<file path="src/rtl/gpio_int_pkg.sv">
package gpio_int_pkg;
  localparam int PORT_W   = 8;
  localparam int PORT_CNT = 3;

  typedef struct packed {
    logic [PORT_W-1:0] edgeSel;
    logic [PORT_W-1:0] highSel;
    logic [PORT_W-1:0] enable;
    logic [PORT_W-1:0] deb;
  } portCfg_t;

  typedef struct packed {
    logic [PORT_CNT-1:0] eoiWr;
    logic [PORT_W-1:0]   eoiMask;
  } strobe_t;

  typedef enum logic [3:0] {
    REG_EDGE = 4'h0,
    REG_HIGH = 4'h1,
    REG_EOI  = 4'h2,
    REG_EN   = 4'h3,
    REG_DEB  = 4'h4,
    REG_STAT = 4'h5
  } regSel_e;
endpackage

</file>
<file path="src/rtl/gpio_int_ctrl.sv">
module gpio_int_ctrl
  import gpio_int_pkg::*;
#(
  parameter int ADDR_W = 8
) (
  input  logic                             clk,
  input  logic                             rst,
  input  logic                             busWrEn,
  input  logic [ADDR_W-1:0]                busAddr,
  input  logic [PORT_W-1:0]                busWrData,
  input  logic [PORT_CNT-1:0][PORT_W-1:0]  portStat,
  output portCfg_t [PORT_CNT-1:0]          cfg,
  output strobe_t                          strobe,
  output logic [PORT_W-1:0]                busRdData
);
  localparam int PORT_SEL_W = (PORT_CNT > 1) ? $clog2(PORT_CNT) : 1;
  localparam int PORT_LSB   = 4;

  logic [PORT_SEL_W-1:0] portIdx;
  regSel_e               regField;
  logic                  addrHit;

  assign portIdx  = busAddr[PORT_LSB +: PORT_SEL_W];
  assign regField = regSel_e'(busAddr[3:0]);
  assign addrHit  = (busAddr[ADDR_W-1:PORT_LSB+PORT_SEL_W] == '0) &&
                    (int'(portIdx) < PORT_CNT);

  for (genvar p = 0; p < PORT_CNT; p++) begin : g_port
    portCfg_t cfgReg;
    logic     portHit;
    assign portHit = addrHit && (portIdx == PORT_SEL_W'(p));

    always_ff @(posedge clk) begin
      if (rst) begin
        cfgReg <= '0;
      end else if (busWrEn && portHit) begin
        case (regField)
          REG_EDGE: cfgReg.edgeSel <= busWrData;
          REG_HIGH: cfgReg.highSel <= busWrData;
          REG_EN:   cfgReg.enable  <= busWrData;
          REG_DEB:  cfgReg.deb     <= busWrData;
          default:  ;
        endcase
      end
    end
    assign cfg[p] = cfgReg;
  end

  always_comb begin
    strobe.eoiMask = busWrData;
    strobe.eoiWr   = '0;
    busRdData      = '0;
    for (int p = 0; p < PORT_CNT; p++) begin
      if (addrHit && portIdx == PORT_SEL_W'(p)) begin
        strobe.eoiWr[p] = busWrEn && (regField == REG_EOI);
        case (regField)
          REG_EDGE: busRdData = cfg[p].edgeSel;
          REG_HIGH: busRdData = cfg[p].highSel;
          REG_EN:   busRdData = cfg[p].enable;
          REG_DEB:  busRdData = cfg[p].deb;
          REG_STAT: busRdData = portStat[p];
          default:  busRdData = '0;
        endcase
      end
    end
  end
endmodule

</file>
<file path="src/rtl/gpio_int_lane.sv">
module gpio_int_lane
  import gpio_int_pkg::*;
#(
  parameter int DEB_TICKS = 16
) (
  input  logic              clk,
  input  logic              rst,
  input  logic              tickEn,
  input  logic [PORT_W-1:0] pinIn,
  input  portCfg_t          cfg,
  input  logic              eoiWr,
  input  logic [PORT_W-1:0] eoiMask,
  output logic [PORT_W-1:0] stat
);
  localparam int CNT_W = (DEB_TICKS > 1) ? $clog2(DEB_TICKS) : 1;
  localparam logic [CNT_W-1:0] CNT_LAST = CNT_W'(DEB_TICKS - 1);

  logic [PORT_W-1:0] syncA, syncB, filt, prevLine, latchQ;
  logic [PORT_W-1:0] rise, fall, edgeHit, levelAct, clrMask;

  // two-flop synchroniser
  always_ff @(posedge clk) begin
    if (rst) begin
      syncA <= '0;
      syncB <= '0;
    end else begin
      syncA <= pinIn;
      syncB <= syncA;
    end
  end

  // per-pin debounce filter: bypassed when its enable bit is low
  for (genvar i = 0; i < PORT_W; i++) begin : g_pin
    logic [CNT_W-1:0] cnt;
    logic             filtBit;
    always_ff @(posedge clk) begin
      if (rst) begin
        cnt     <= '0;
        filtBit <= 1'b0;
      end else if (!cfg.deb[i]) begin
        cnt     <= '0;
        filtBit <= syncB[i];
      end else if (syncB[i] == filtBit) begin
        cnt <= '0;
      end else if (tickEn) begin
        if (cnt == CNT_LAST) begin
          cnt     <= '0;
          filtBit <= syncB[i];
        end else begin
          cnt <= cnt + 1'b1;
        end
      end
    end
    assign filt[i] = filtBit;
  end

  assign rise     = filt & ~prevLine;
  assign fall     = ~filt & prevLine;
  assign edgeHit  = cfg.enable & cfg.edgeSel &
                    ((cfg.highSel & rise) | (~cfg.highSel & fall));
  assign clrMask  = eoiWr ? eoiMask : '0;
  assign levelAct = ~(filt ^ cfg.highSel);

  always_ff @(posedge clk) begin
    if (rst) begin
      prevLine <= '0;
      latchQ   <= '0;
    end else begin
      prevLine <= filt;
      latchQ   <= cfg.enable & cfg.edgeSel & ((latchQ & ~clrMask) | edgeHit);
    end
  end

  assign stat = cfg.enable & ((cfg.edgeSel & latchQ) | (~cfg.edgeSel & levelAct));
endmodule

</file>
<file path="src/rtl/gpio_int_unit.sv">
module gpio_int_unit
  import gpio_int_pkg::*;
#(
  parameter int DEB_TICKS = 16,
  parameter int ADDR_W    = 8
) (
  input  logic              clk,
  input  logic              rst,
  input  logic              tickEn,
  input  logic [PORT_W-1:0] pinsA,
  input  logic [PORT_W-1:0] pinsB,
  input  logic [PORT_W-1:0] pinsC,
  input  logic              busWrEn,
  input  logic [ADDR_W-1:0] busAddr,
  input  logic [PORT_W-1:0] busWrData,
  output logic [PORT_W-1:0] busRdData,
  output logic              irqCombined,
  output logic [PORT_W-1:0] irqPins
);
  logic [PORT_CNT-1:0][PORT_W-1:0] pinBus;
  logic [PORT_CNT-1:0][PORT_W-1:0] portStat;
  portCfg_t [PORT_CNT-1:0]         portCfg;
  strobe_t                         strobe;

  assign pinBus = {pinsC, pinsB, pinsA};

  gpio_int_ctrl #(.ADDR_W(ADDR_W)) i_ctrl (
    .clk(clk), .rst(rst), .busWrEn(busWrEn), .busAddr(busAddr),
    .busWrData(busWrData), .portStat(portStat), .cfg(portCfg),
    .strobe(strobe), .busRdData(busRdData)
  );

  for (genvar p = 0; p < PORT_CNT; p++) begin : g_lane
    gpio_int_lane #(.DEB_TICKS(DEB_TICKS)) i_lane (
      .clk(clk), .rst(rst), .tickEn(tickEn), .pinIn(pinBus[p]),
      .cfg(portCfg[p]), .eoiWr(strobe.eoiWr[p]), .eoiMask(strobe.eoiMask),
      .stat(portStat[p])
    );
  end

  assign irqCombined = |(portStat[0] | portStat[1]);
  assign irqPins     = portStat[2];
endmodule

</file>
<file path="config.mk">
export PLATFORM = sky130hd
export DESIGN_NAME = gpio_int_unit
export DESIGN_NICKNAME = d
export VERILOG_FILES = /design/src/rtl/gpio_int_pkg.sv /design/src/rtl/gpio_int_ctrl.sv /design/src/rtl/gpio_int_lane.sv /design/src/rtl/gpio_int_unit.sv
export SDC_FILE = /design/constraint.sdc
export NUM_CORES = 1
export LEC_CHECK = 0
export BUFFER_PORTS_ARGS = -buffer_cell sky130_fd_sc_hd__buf_4
export CAP_MARGIN = 20
export CORE_MARGIN = 5
export CORE_UTILIZATION = 39
export CTS_BUF_LIST = sky130_fd_sc_hd__clkbuf_4 sky130_fd_sc_hd__clkbuf_8 sky130_fd_sc_hd__clkbuf_16
export DETAILED_ROUTE_END_ITERATION = 16
export GPL_TIMING_DRIVEN = 0
export PLACE_DENSITY = 0.55
export SLEW_MARGIN = 25
export SYNTH_ARGS = -nofsm -noshare
export SYNTH_HDL_FRONTEND = slang
export SYNTH_SLANG_ARGS = --single-unit
export TNS_END_PERCENT = 10
</file>
<file path="constraint.sdc">
create_clock -name clk -period 3.1 [get_ports clk]
set_input_delay 0.155 -clock clk [delete_from_list [all_inputs] [get_ports clk]]
set_output_delay 0.155 -clock clk [all_outputs]
set_load 0.05 [all_outputs]
</file>
==> metrics.txt <==
RSZ-0062 raised after global routing no; cell count along the critical path 9; largest net degree at the start of global routing 13; fillers 3472; WL/cell 20.6 µm; Post-synth EDFFs 0; status finished with violations; r2r setup slk 1.75 ns; Final Worst Setup Slack -0.0145 ns; worst vdd ir 0.480 mV; Worst Skew 0.0239 ns; die height 199 µm; hold slack 0.0761 ns; Worst EP required 2.94 ns; global route overflow 0; clk slew on worst S/H paths 0.07 ns; CP Max Fanout 10; detailed placer's ending HPWL 32.7 mm; Final Hold Viols 0; most common cell after layout, fill and taps aside dfxtp_1; Worst Setup SP busAddr[3]; max_slew headroom 28.2%; routed wire length 46.2 mm; share of post-route cells with drive strength above 1 8.29%; Cell Area, Synth 14000 µm²; Clock Latency Late Sink 0.54 ns; multi-input combinational cell area 7420 µm²; CTS max path bufs 3; Tightest Pin Transition 1.07 ns; clk sinks 312; syn_nets 1701; drt first pass iters 5; initial antenna violation count 0; r2r endpoint g_lane[2].i_lane.g_pin[4].filtBit; via count 12.4k; fmax 321 MHz; post-layout min period 3.11 ns; pwr dens 535 nW/µm²; Post-Synthesis Cells 1633; Crit path arrival time 2.96 ns; crit path kind primary input to primary output; Reg area 6250 µm²; Rows 69; wire length of the first global-routing pass 69.1 mm; total CTS buffers 36; syn_area_per_cell 8.56 µm²; Nets 1830; fin crit share 100%; Final setup viols 1; total power 0.00883 W; R2R cell count 5; Worst path max stage delay 0.70 ns; YS warnings 0; #FFs+latches synth 312; DR vias/cell 5.52; CTS tree yes; Die X-Extent 199 µm; gr usage total 22.8%; Slowest-stage cell, CP clkbuf_1; I/O pin cnt 61; die area 39700 µm²; DRC Markers 0; CTS root buf clkbuf_16; Final ANT Viol Nets 0; worst hold path class primary input to flop; post-synthesis cell type count 58; vias in the first global route 11.7k; port bufs 58; crit-path cells buf_4, clkbuf_1, nor4_1, clkbuf_1, a21oi_1, o21ai_0, o21ai_0, a221oi_1, buf_4; Pleak 5.93 nW; critical path's top delay family buffers and inverters; Worst Hold Depth 4; commonest non-fill, non-tap cells in the layout dfxtp_1 (312), nand2_1 (247), nor2_1 (179); initial core utilization 39.4%; post-CTS setup buffer count 0; Top FF cell, synth dfxtp_1; area grow syn2layout 18.2%; CORE AREA 35500 µm²; MaxCap Viol Count 0; CP Launch Type primary input; post-synthesis sequential area ratio 44.7%; gpl congestion 0.965; setup_tns -0.0145 ns; Final Max Slew Viols 0; H-tree levels 2; post-synthesis async set-or-reset flop share 0%; failing checks negative setup slack; Diodes inserted 0; buffers and inverters on the worst path 4; Setup crit end busRdData[1]; r2r startpoint g_lane[2].i_lane.g_pin[4].cnt[0]; DR iter-0 viols 1053; Critical Path End Type primary output
-- sequential cells by signal (all words and copies together), names as in the netlist --
register,count
g_lane.i_lane.g_pin.cnt,96
g_lane.i_lane.prevLine,24
g_lane.i_lane.g_pin.filtBit,24
g_lane.i_lane.syncA,24
g_lane.i_lane.syncB,24
g_lane.i_lane.latchQ,24
i_ctrl.cfg,96
-- worst min-delay path by stage --
stage	start	endpoint	slack, ns
2_1_floorplan	pinsA[0]	g_lane[0].i_lane.syncA[0]	0.28
3_3_place_gp	pinsA[6]	g_lane[0].i_lane.syncA[6]	0.36
3_5_place_dp	pinsC[0]	g_lane[2].i_lane.syncA[0]	0.37
4_1_cts	busAddr[4]	i_ctrl.cfg[79]	0.05
5_1_grt	busAddr[4]	i_ctrl.cfg[71]	0.11
6_report	busAddr[4]	i_ctrl.cfg[79]	0.08
-- layout make-up --
type,count,area share (%)
multi-input cells,1234,44.9
plain buffers,81,1.91
flip-flops and latches,312,37.8
well taps,461,3.49
inverters,6,0.136
clock buffers,54,6.65
clock inverters,7,0.432
repair buffers,91,4.64
-- tightest hold or removal path, delay by kind of cell --
| family | cells | cell delay [ns] |
|---|---|---|
| and+or+nand+nor | 2 | 0.22 |
| buffers and inverters | 1 | 0.12 |
| AOI/OAI and AO/OA | 1 | 0.05 |
-- cell usage after synthesis (all sizes together), types with 6 or more instances --
| library cell | number | area share, % |
|---|---|---|
| dfxtp | 312 | 45 |
| nand2 | 247 | 6.6 |
| nor2 | 181 | 4.9 |
| a21oi | 110 | 3.9 |
| mux2i | 96 | 6.9 |
| nand3 | 84 | 3.0 |
| nor2b | 80 | 3.6 |
| xor2 | 78 | 4.9 |
| clkbuf | 63 | 1.7 |
| o21ai | 58 | 2.1 |
| nor3 | 44 | 1.6 |
| a221oi | 33 | 2.1 |
| ha | 24 | 2.1 |
| nand3b | 24 | 1.3 |
| xnor2 | 20 | 1.3 |
| nand4 | 19 | 0.85 |
| buf | 18 | 0.55 |
| nand2b | 14 | 0.63 |
| a22oi | 13 | 0.70 |
| and2 | 13 | 0.58 |
| or3 | 11 | 0.49 |
| a31oi | 9 | 0.40 |
| and3 | 9 | 0.40 |
| nor4 | 7 | 0.79 |
| a41oi | 6 | 0.38 |
| and4 | 6 | 0.38 |
| inv | 6 | 0.16 |
-- per-stage QoR --
stage / setup WS (ns) / cell area (µm²) / utilization (%) / instances
after floorplan: 0.273 / 14000 / - / 1633
final: -0.0145 / 16500 / 46.5 / 2246
after global routing: 0.0112 / 16500 / 46.5 / 2246
after CTS: 0.0609 / 16500 / 46.5 / 2246
after global placement: -0.403 / 15000 / 42.2 / 2152
after detailed placement: -0.0493 / 15000 / 42.3 / 2152
-- report_power, final --
group / switching (W) / leakage, nW / total (W) / internal, W
sequential: 0.0000386 / 2.53 / 0.00409 / 0.00405
clock: 0.00171 / 0.591 / 0.00424 / 0.00253
combinational: 0.000329 / 2.82 / 0.000500 / 0.000171
total: 0.00208 / 5.93 / 0.00883 / 0.00675
-- logic make-up after synthesis --
group                    count (synthesis)  share of synthesized area [%]
AO/OA/AOI/OAI                          259                           11.3
multiplexers                           101                           7.28
adder cells (fa/ha/maj)                 24                           2.15
AND/OR/NAND/NOR                        752                           26.0
flip-flops                             312                           44.7
buffers and inverters                   87                           2.40
XOR/XNOR                                98                           6.14
-- repair_timing --
action	in CTS	in global routing
endpoints found under the hold margin	43	0
setup endpoints to repair	1	3
resized for setup	1	4
hold buffers	33	0
-- per-layer routing --
layer  GRT usage (%)  part of all wire, %
met5               0                    0
met4            9.55                  4.5
met3            4.37                  7.0
met2            36.2                   45
met1            30.4                   44
Power figures use the tool's default switching activity.
